File: src/rtl/sgi_route_pkg.sv
package sgi_route_pkg;
  localparam int AFF_W   = 32;
  localparam int REQ_W   = 64;
  localparam int ID_W    = 4;
  localparam int TL_W    = 16;
  localparam int RS_W    = 4;

  typedef enum logic [1:0] {
    GRP0_SEC   = 2'd0,
    GRP1_SEC   = 2'd1,
    GRP1_NSEC  = 2'd2
  } grp_e;

  typedef enum logic [1:0] {
    KIND_G0  = 2'd0,
    KIND_G1  = 2'd1,
    KIND_AG1 = 2'd2
  } kind_e;

  typedef struct packed {
    logic [7:0]      up;
    logic [7:0]      mid;
    logic [7:0]      low;
    logic [TL_W-1:0] tlist;
    logic [ID_W-1:0] intid;
    logic            bcast;
    logic [RS_W-1:0] rsel;
    grp_e            grp;
  } req_t;
endpackage

File: src/rtl/sgi_req_decode.sv
module sgi_req_decode
  import sgi_route_pkg::*;
(
  input  logic [REQ_W-1:0] data,
  input  logic [1:0]       kind,
  input  logic             ns,
  input  logic             single_sec,
  output req_t             fields
);
  grp_e raw_grp;

  always_comb begin
    case (kind)
      KIND_G1:  raw_grp = ns ? GRP1_NSEC : GRP1_SEC;
      KIND_AG1: raw_grp = ns ? GRP1_SEC  : GRP1_NSEC;
      default:  raw_grp = GRP0_SEC;
    endcase
  end

  always_comb begin
    fields.up    = data[55:48];
    fields.mid   = data[39:32];
    fields.low   = data[23:16];
    fields.tlist = data[15:0];
    fields.intid = data[27:24];
    fields.bcast = data[40];
    fields.rsel  = data[47:44];
    fields.grp   = (single_sec && raw_grp == GRP1_SEC) ? GRP0_SEC : raw_grp;
  end
endmodule

File: src/rtl/sgi_aff_table.sv
module sgi_aff_table #(
  parameter int N_CTX = 8,
  parameter int DW    = 32,
  localparam int IDX_W = (N_CTX > 1) ? $clog2(N_CTX) : 1
) (
  input  logic             clk,
  input  logic             wr_en,
  input  logic [IDX_W-1:0] wr_idx,
  input  logic [DW-1:0]    wr_data,
  input  logic [IDX_W-1:0] rd_idx,
  output logic [DW-1:0]    rd_data
);
  logic [DW-1:0] mem [N_CTX];

  always_ff @(posedge clk) begin
    if (wr_en) mem[wr_idx] <= wr_data;
    rd_data <= mem[rd_idx];
  end
endmodule

File: src/rtl/sgi_target_match.sv
module sgi_target_match
  import sgi_route_pkg::*;
(
  input  logic [AFF_W-1:0] aff,
  input  logic [AFF_W-1:0] self_aff,
  input  req_t             fields,
  output logic             hit
);
  logic             cluster_eq;
  logic             window_eq;
  logic [RS_W-1:0]  bit_pos;
  logic             bit_set;

  always_comb begin
    cluster_eq = (aff[31:8] == {fields.up, fields.mid, fields.low});
    window_eq  = (aff[7:4] == fields.rsel);
    bit_pos    = aff[3:0];
    bit_set    = fields.tlist[bit_pos];
    if (fields.bcast) hit = (aff != self_aff);
    else              hit = cluster_eq && window_eq && bit_set;
  end
endmodule

File: src/rtl/sgi_route_engine.sv
module sgi_route_engine
  import sgi_route_pkg::*;
#(
  parameter int N_CTX = 8,
  localparam int IDX_W = (N_CTX > 1) ? $clog2(N_CTX) : 1
) (
  input  logic             clk,
  input  logic             rst,
  input  logic             cfg_single_sec,
  input  logic             aff_wr_en,
  input  logic [IDX_W-1:0] aff_wr_idx,
  input  logic [31:0]      aff_wr_data,
  input  logic             req_valid,
  input  logic [1:0]       req_kind,
  input  logic             req_ns,
  input  logic [31:0]      req_self_aff,
  input  logic [63:0]      req_data,
  output logic             busy,
  output logic             done,
  output logic             dlv_valid,
  output logic [IDX_W-1:0] dlv_ctx,
  output logic [3:0]       dlv_intid,
  output logic [1:0]       dlv_group,
  output logic             dlv_ns
);
  localparam logic [IDX_W-1:0] LAST = IDX_W'(N_CTX - 1);

  req_t             dec;
  req_t             fld_q;
  logic [31:0]      self_q;
  logic             ns_q;
  logic             iss_vld;
  logic [IDX_W-1:0] iss_cnt;
  logic             rd_vld;
  logic [IDX_W-1:0] rd_ctx;
  logic [31:0]      rd_aff;
  logic             hit;
  logic             accept;

  assign accept = req_valid && !busy;

  sgi_req_decode u_dec (
    .data       (req_data),
    .kind       (req_kind),
    .ns         (req_ns),
    .single_sec (cfg_single_sec),
    .fields     (dec)
  );

  sgi_aff_table #(.N_CTX(N_CTX), .DW(32)) u_tab (
    .clk     (clk),
    .wr_en   (aff_wr_en),
    .wr_idx  (aff_wr_idx),
    .wr_data (aff_wr_data),
    .rd_idx  (iss_cnt),
    .rd_data (rd_aff)
  );

  sgi_target_match u_match (
    .aff      (rd_aff),
    .self_aff (self_q),
    .fields   (fld_q),
    .hit      (hit)
  );

  always_ff @(posedge clk) begin
    if (rst) begin
      busy      <= 1'b0;
      done      <= 1'b0;
      iss_vld   <= 1'b0;
      iss_cnt   <= '0;
      rd_vld    <= 1'b0;
      rd_ctx    <= '0;
      fld_q     <= '0;
      self_q    <= '0;
      ns_q      <= 1'b0;
      dlv_valid <= 1'b0;
      dlv_ctx   <= '0;
      dlv_intid <= '0;
      dlv_group <= '0;
      dlv_ns    <= 1'b0;
    end else begin
      done      <= 1'b0;
      dlv_valid <= 1'b0;
      if (accept) begin
        busy    <= 1'b1;
        iss_vld <= 1'b1;
        iss_cnt <= '0;
        fld_q   <= dec;
        self_q  <= req_self_aff;
        ns_q    <= req_ns;
      end else if (iss_vld) begin
        if (iss_cnt == LAST) iss_vld <= 1'b0;
        else                 iss_cnt <= iss_cnt + 1'b1;
      end
      rd_vld <= iss_vld;
      rd_ctx <= iss_cnt;
      if (rd_vld) begin
        dlv_valid <= hit;
        dlv_ctx   <= rd_ctx;
        dlv_intid <= fld_q.intid;
        dlv_group <= fld_q.grp;
        dlv_ns    <= ns_q;
        if (rd_ctx == LAST) begin
          done <= 1'b1;
          busy <= 1'b0;
        end
      end
    end
  end
endmodule

File: config.mk
export PLATFORM = sky130hd
export DESIGN_NAME = sgi_route_engine
export DESIGN_NICKNAME = d
export VERILOG_FILES = /design/src/rtl/sgi_route_pkg.sv /design/src/rtl/sgi_req_decode.sv /design/src/rtl/sgi_aff_table.sv /design/src/rtl/sgi_target_match.sv /design/src/rtl/sgi_route_engine.sv
export SDC_FILE = /design/constraint.sdc
export NUM_CORES = 1
export LEC_CHECK = 0
export BUFFER_PORTS_ARGS = -buffer_cell sky130_fd_sc_hd__buf_2
export CAP_MARGIN = 15
export CORE_MARGIN = 10
export CORE_UTILIZATION = 63
export DETAILED_ROUTE_END_ITERATION = 12
export GPL_TIMING_DRIVEN = 0
export HOLD_SLACK_MARGIN = 0.06
export PLACE_DENSITY = 0.88
export SLEW_MARGIN = 30
export SYNTH_ARGS = -nofsm -noshare
export SYNTH_HDL_FRONTEND = slang
export SYNTH_HIERARCHICAL = 1
export SYNTH_SLANG_ARGS = --single-unit
export TNS_END_PERCENT = 10
File: constraint.sdc
create_clock -name clk -period 6.3 [get_ports clk]
set_input_delay 0.63 -clock clk [delete_from_list [all_inputs] [get_ports clk]]
set_output_delay 0.63 -clock clk [all_outputs]
set_load 0.05 [all_outputs]
==> results of run 1 <==
==> state kept, by name, summed over array words and instances (netlist names) <==
register	count
dlv_intid	4
dlv_valid	1
u_tab/mem	256
ns_q	1
rd_vld	1
self_q	32
iss_cnt	3
busy	1
fld_q	51
u_tab/rd_data	32
dlv_ctx	3
rd_ctx	3
done	1
iss_vld	1
dlv_ns	1
dlv_group	2
==> worst max-delay path: cells and delay by family (launching register included) <==
family,cells,cell delay [ps]
muxes,2,700
DFF,1,370
buffers and inverters,2,1050
==> metrics by stage <==
step | std cells | worst slack [ps]
2_1_floorplan | 992 | 2820
3_3_place_gp | 1397 | 699
3_5_place_dp | 1413 | 3820
4_1_cts | 1482 | 4090
5_1_grt | 1482 | 4020
6_report | 1482 | 4070
==> kinds of logic after synthesis <==
logic type,after synthesis
flops,393
simple gates,231
mux,114
buf+inv,101
compound gates,90
xor+xnor,61
fa+ha+maj,2
==> power by group <==
part           total, mW  switching [mW]  internal (mW)
registers           2.91          0.0598           2.85
logic              0.376           0.205          0.171
clock network       2.16           0.901           1.26
==> layer usage <==
metal  wire (um)  vias up  track usage
met5          10        -            0
met4         908        2       0.0675
met3        3340       77       0.0519
met2       18300      510        0.400
met1       14600     4536        0.305
li1            -     3921            -
==> layout by cell type, fill, tap and decap left out, drive strengths merged, types with 2 or more instances in the layout <==
cell / synthesis / final
nor4: 11 / 11
a21oi: 85 / 85
buf: 89 / 191
xnor2: 20 / 20
ha: 2 / 2
clkbuf: 11 / 68
nor3: 6 / 6
nand4: 8 / 8
mux2: 33 / 33
nor2: 19 / 19
edfxtp: 256 / 256
nand2b: 4 / 4
dfxtp: 137 / 137
nor2b: 6 / 6
xor2: 41 / 41
nand2: 172 / 172
clkinv: 0 / 9
inv: 1 / 2
o21ai: 3 / 3
bufinv: 0 / 2
mux2i: 13 / 13
mux4: 68 / 68
==> final cells by class <==
cell class	instances	area (sq um)
Clock buffer	57	1070
Fill cell	1394	6100
Multi-Input combinational cell	498	4230
Timing Repair Buffer	102	674
Tap cell	319	399
Buffer	100	662
Clock inverter	12	105
Sequential cell	393	10400
Inverter	1	3.75
==> how the worst min path moves through the flow <==
stage                 endpoint  slack, ps  depth (start not counted)
4_1_cts        u_tab/mem[4][8]        350                          1
3_3_place_gp         fld_q[17]        440                          2
2_1_floorplan           rd_vld        430                          1
6_report             fld_q[13]        360                          3
3_5_place_dp         fld_q[17]        450                          2
5_1_grt             self_q[12]        370                          3
==> flow_summary.toml, run 1 <==
[pwr]
vdd_ir_drop_max_mv = 0.237
fin_total_pwr_mw = 5.44
p_leak_nw = 6.31
power_density_mw_per_mm2 = 310

[setup_path]
path_cells = "clkbuf_1 > buf_2 > mux4_1 > mux2_2"
cp-start-kind = "flop"
r2r-end = "u_tab/rd_data[28]"
r2r_start = "iss_cnt[2]"
required_ps = 6700
rr_worst_depth = 4
cpMaxStageDelayCell = "clkbuf_1"
endpoint = "u_tab/rd_data[28]"
max_stage_delay_ps = 610
setup.worst_path.end_class = "flop"
worstPathMaxFanout = 10
rrSetupSlack_ps = 4070
critPathKind = "flop to flop"
cp-startpoint = "iss_cnt[2]"
crit_arrival_ps = 2620

[hold_path]
hp-class = "input pin to flop"
hp-start = "req_data[2]"

[yosys]
synthAdderAreaFrac = 0.00164
synth-xor-area-share = 0.0350
syn_area_per_cell_sq_um = 15.4
synth_top_family_by_area = "multiplexers"
synth_edf_count = 256
syn_nets = 1133
synth-compound-area-share = 0.0299
netlist_top_cells_area = "edfxtp_1, dfxtp_1, mux4_1"
synth_area_leader_cell = "edfxtp_1"
yosysMostFrequentCell = "edfxtp_1"
yosysWarnings = 6
ys.flop_type = "edfxtp_1"
synth-seq-cells = 393
netlist_instances = 992
ys_types = 32
synthMuxAreaShare = 0.144
netlist_top_cells_count = "edfxtp_1, nand2_1, dfxtp_1, a21oi_1, buf_4"
yosysSeqAreaShare = 0.683
netlist_area_sq_mm = 0.0153
synth_top_cell_area_share = 0.503
synthSimpleGateAreaFrac = 0.0632
synth-async-reset-ratio = 0

[clock_tree]
numCtsBuffers = 38
numClockSinks = 393
htree_num_levels = 2
cts-root-buf = "clkbuf_16"
clkLatencyLatePin_ps = 520
cts_tree = "built"
clockBufferDepth = 3
cts_setup_buffers = 0
path_clk_slew_ps = 60
cts_resized = 0
hold_buffers = 0

[layout]
fin_util = 0.742
drive_gt1_frac = 0.255
area_growth_pct = 15.1
antenna_cells = 0
nets = 1275
finalInstanceArea_sq_mm = 0.0176

[timing]
worst_pin_slew_ps = 773
holdWs_ps = 365
finalSetupTns_ps = 0
hold_violations = 0
report.final.slew_viol_count = 0
setup_viol = 0
relSlewSlack = 0.485
rsz0062_at_grt = "false"
finalCritPeriodShare = 0.354
max_freq_mhz = 449
fin_worst_skew_ps = 11.9
period_needed_ps = 2230

[job]
max-cap-violations = 0

[die]
die_w_um = 176
dieArea_sq_mm = 0.0309
io_pins = 152
start_util = 0.645
rows = 56
core-area_sq_mm = 0.0237
die_h_um = 176

[drt]
routed_wl_um = 37200
drcViolationCount = 0
ant_nets = 0
vias_per_cell = 6.10
first_pass_iters = 5
vias = 9046
drt-initial-drc-count = 1004
wl_per_cell_um = 25.1

[global_routing]
grt-ovfl-total = 0
grt_pass1_wl_um = 55800
grt_pass1_vias = 9248
grt_max_degree = 19
grtUsageTotal = 0.238
antenna_found_initial = 1

[place]
globalplace.congestion = 0.853
portBuffers = 86
dp_hpwl_um = 24900
placed_area_sq_mm = 0.0164

[outcome]
status = "finished clean"
Note: power is estimated with default switching activity, not from simulation.
==> run 2, diff against run 1 <==
- CORE_UTILIZATION: 63 -> 53
- PLACE_DENSITY: 0.88 -> 0.8
- clock period: 6.3 -> 2 ns (I/O delays scaled with it)
==> flow_summary.toml, run 2 (same netlist as run 1, synthesis figures left out) <==
[outcome]
status = "finished clean"

[timing]
setup_viol = 0
fin_worst_skew_ps = 11.7
rsz0062_at_grt = "false"
hold_violations = 0
period_needed_ps = 1930
report.final.slew_viol_count = 0
finalCritPeriodShare = 0.964
max_freq_mhz = 519
finalSetupTns_ps = 0
worst_pin_slew_ps = 718
relSlewSlack = 0.522

[drt]
wirelength_met1_um = 15300
wl_met2_um = 18300
vias_per_cell = 5.51
ant_nets = 0
wl_met3_um = 2900
wl_per_cell_um = 22.6
routed.top_layer = "met4"
first_pass_iters = 5
drcViolationCount = 0
routed_wl_um = 37600
drt-initial-drc-count = 806
vias = 9177

[layout]
fin_util = 0.664
area_growth_pct = 24.1
drive_gt1_frac = 0.239
nets = 1392
reg.largest.list = "u_tab/mem x256, fld_q x51"
final_common_cell = "edfxtp_1"
top_register = "u_tab/mem"
largest_reg_flops = 256
final_cell_mix = "edfxtp_1, nand2_1, dfxtp_1"
instances_no_fill = 1665

[setup_path]
crit_arrival_ps = 2340
cp-start-kind = "flop"
setup.worst_path.end_class = "flop"
critPathKind = "flop to flop"
worstPathMaxFanout = 10
required_ps = 2410

[pwr]
p_leak_nw = 6.85
power_density_mw_per_mm2 = 922
vdd_ir_drop_max_mv = 0.792
fin_total_pwr_mw = 17.5

[clock_tree]
cts_tree = "built"
numCtsBuffers = 38
clockBufferDepth = 3
htree_num_levels = 2
cts-root-buf = "clkbuf_16"
cts_setup_buffers = 0
path_clk_slew_ps = 60
clkLatencyLatePin_ps = 530
numClockSinks = 393

[place]
globalplace.congestion = 0.878
portBuffers = 86
dp_hpwl_um = 24600
dp.cells = 1478

[global_routing]
grt_pass1_wl_um = 56900
grt_pass1_vias = 9701
antenna_found_initial = 1
grt-ovfl-total = 0
grt_max_degree = 19
grtUsageTotal = 0.207

[die]
die_h_um = 190
die_w_um = 190
dieArea_sq_mm = 0.0360
start_util = 0.535
io_pins = 152
core-area_sq_mm = 0.0285
rows = 62

[hold_path]
hp-class = "input pin to flop"

[job]
max-cap-violations = 0
[run 2: cell types whose count changed in the layout (fill, tap and decap cells not counted), sizes merged]
| cell | delta |
|---|---|
| inv | +1 |
| dlygate4sd3 | +117 |
| diode | +1 |
| clkbuf | -3 |
| bufinv | +1 |
| clkinv | +1 |
[run 2: final cells by class]
class	count	area (sq um)
Buffer	100	663
Timing Repair Buffer	219	1930
Sequential cell	393	10400
Fill cell	1916	9590
Antenna cell	1	2.50
Inverter	1	3.75
Clock inverter	15	168
Tap cell	384	480
Clock buffer	54	1030
Multi-Input combinational cell	498	4250
[run 2: layer usage]
layer / vias to the layer above / global-route usage
met5: - / 0
met4: 0 / 0.0705
met3: 67 / 0.0476
met2: 407 / 0.339
met1: 4556 / 0.267
li1: 4147 / -
[run 2: worst max-delay path, cell delays in order (launching register included)]
cell,delay (ps)
dfxtp_1,370
clkbuf_2,360
buf_2,380
mux4_1,390
mux2_2,300
[run 2: path summary, 6_finish.rpt]
kind | start | endpoint | slack (ps) | depth (start not counted)
worst max-delay path | iss_cnt[2] | u_tab/rd_data[26] | 70 | 4
worst min-delay path | req_kind[0] | fld_q[1] | 90 | 5
worst max register to register | iss_cnt[2] | u_tab/rd_data[26] | 70 | 4
worst min register to register | fld_q[23] | fld_q[23] | 450 | 2
[run 2: metrics by stage]
stage	setup WS, ps	hold WS (ps)	area [sq um]
2_1_floorplan	-189	299	15300
3_3_place_gp	-1730	438	16200
3_5_place_dp	-165	445	16600
4_1_cts	86.3	71.9	19000
5_1_grt	58.0	112	19000
6_report	72.6	91.4	19000
[run 2: power by group]
group | total, mW | internal (mW) | switching [mW]
registers | 9.15 | 8.97 | 0.175
logic | 1.38 | 0.697 | 0.685
clock network | 6.95 | 4.01 | 2.93
[run 2: timing repair]
item / in CTS / in global routing
hold buffers: 117 / 0
gates resized for setup: 1 / 0
hold endpoints to repair: 341 / 0
endpoints found under the setup margin: 32 / 0
==> run 3, diff against run 2 <==
- CORE_UTILIZATION: 53 -> 55
- CTS_BUF_LIST: not set -> sky130_fd_sc_hd__clkbuf_2 sky130_fd_sc_hd__clkbuf_4 sky130_fd_sc_hd__clkbuf_8
- PLACE_DENSITY: 0.8 -> 0.82
- RECOVER_POWER: not set -> 50
- REMOVE_ABC_BUFFERS: not set -> 1
==> flow_summary.toml, run 3 (same netlist as run 1, synthesis figures left out) <==
[setup_path]
path_cells = "buf_12 > buf_16 > mux4_1 > mux2_2"
max_stage_delay_ps = 590
cp_top_family = "multiplexers"
required_ps = 2480
critPathKind = "flop to flop"
cp_num_buf_inv = 2
cp-start-kind = "flop"
worstPathMaxFanout = 25
cpMaxStageDelayCell = "mux4_1"
setup.worst_path.end_class = "flop"
crit_arrival_ps = 2460

[drt]
wl_met2_um = 19500
wl_met3_um = 2980
first_pass_iters = 6
routed.top_layer = "met4"
ant_nets = 0
routed_wl_um = 38000
vias_per_cell = 5.56
drcViolationCount = 0
wl_per_cell_um = 22.4
vias = 9430
drt-initial-drc-count = 880
wirelength_met1_um = 14700

[die]
die_h_um = 187
core-area_sq_mm = 0.0272
dieArea_sq_mm = 0.0348
start_util = 0.562
die_w_um = 187
rows = 60
io_pins = 152

[layout]
final_cell_mix = "edfxtp_1, nand2_1, dlygate4sd3_1"
reg.largest.list = "u_tab/mem x256, fld_q x51"
final_common_cell = "edfxtp_1"
top_register = "u_tab/mem"
area_growth_pct = 25.4
drive_gt1_frac = 0.249
largest_reg_flops = 256
nets = 1414
finalInstanceArea_sq_mm = 0.0192

[place]
portBuffers = 136
globalplace.congestion = 0.755
place_ws_ps = -138
placed_area_sq_mm = 0.0164
dp_hpwl_um = 22100

[timing]
worst_pin_slew_ps = 898
rsz0062_at_grt = "true"
report.final.slew_viol_count = 0
fin_worst_skew_ps = 21.6
relSlewSlack = 0.401
setup_viol = 0
finalSetupTns_ps = 0
finalCritPeriodShare = 0.993
hold_violations = 0
fin_ws_ps = 14.5
max_freq_mhz = 504
period_needed_ps = 1990

[global_routing]
grtUsageTotal = 0.212
grt_max_degree = 73
grt-ovfl-total = 0
antenna_found_initial = 1
grt_pass1_wl_um = 58100
grt_pass1_vias = 10100

[clock_tree]
clkLatencyLatePin_ps = 590
cts_tree = "built"
numCtsBuffers = 57
htree_num_levels = 2
path_clk_slew_ps = 60
cts-root-buf = "clkbuf_8"
clockBufferDepth = 3
numClockSinks = 393

[job]
max-cap-violations = 0

[pwr]
fin_total_pwr_mw = 17.2
p_leak_nw = 6.95
power_density_mw_per_mm2 = 898
vdd_ir_drop_max_mv = 0.692

[outcome]
status = "finished clean"

[hold_path]
hp-class = "input pin to flop"
-- run 3: layer usage --
metal,GRT usage,up-vias
met2,0.369,465
met5,0,-
li1,-,4205
met4,0.0654,0
met1,0.259,4688
met3,0.0460,72
-- run 3: report_power, final --
group          total (mW)  internal (mW)  switching, mW
clock network        6.64           3.69           2.95
registers            9.16           8.97          0.190
logic                1.39          0.721          0.673
total                17.2           13.4           3.81
-- run 3: timing repair --
| item | in CTS | in global routing |
|---|---|---|
| setup buffers | 1 | 5 |
| hold endpoints to repair | 352 | 0 |
| setup endpoints to repair | 14 | 39 |
| gates cloned | 0 | 1 |
| hold buffers | 149 | 0 |
| resized for setup | 5 | 8 |
-- run 3: worst paths after layout --
kind,slack [ps],cells after the start,end,start
worst max-delay path,10,4,u_tab/rd_data[7],iss_cnt[0]
worst min-delay path,320,3,u_tab/mem[5][6],aff_wr_idx[2]
worst max register to register,10,4,u_tab/rd_data[7],iss_cnt[0]
worst min register to register,450,1,rd_vld,iss_vld
-- run 3: cell type report --
type	count	area, sq um
sequential	393	10400
fill	1659	8020
multi-input combinational	499	4250
timing repair buffer	321	2760
clock buffer	98	1170
tap	372	465
clock inverter	10	57.6
antenna	2	5.00
inverter	1	3.75
-- run 3: stage by stage --
| step | util | cells | hold slack, ps |
|---|---|---|---|
| CTS | 0.705 | 1688 | 280 |
| finish | 0.705 | 1696 | 316 |
| global route | 0.705 | 1695 | 320 |
| floorplan | - | 892 | 269 |
| global placement | 0.580 | 1400 | 437 |
| detailed placement | 0.604 | 1430 | 443 |
-- run 3: tightest hold or removal path: cells and delay by family --
family	cells	cell delay, ps
buffers and inverters	1	100
and+or+nand+nor	2	420
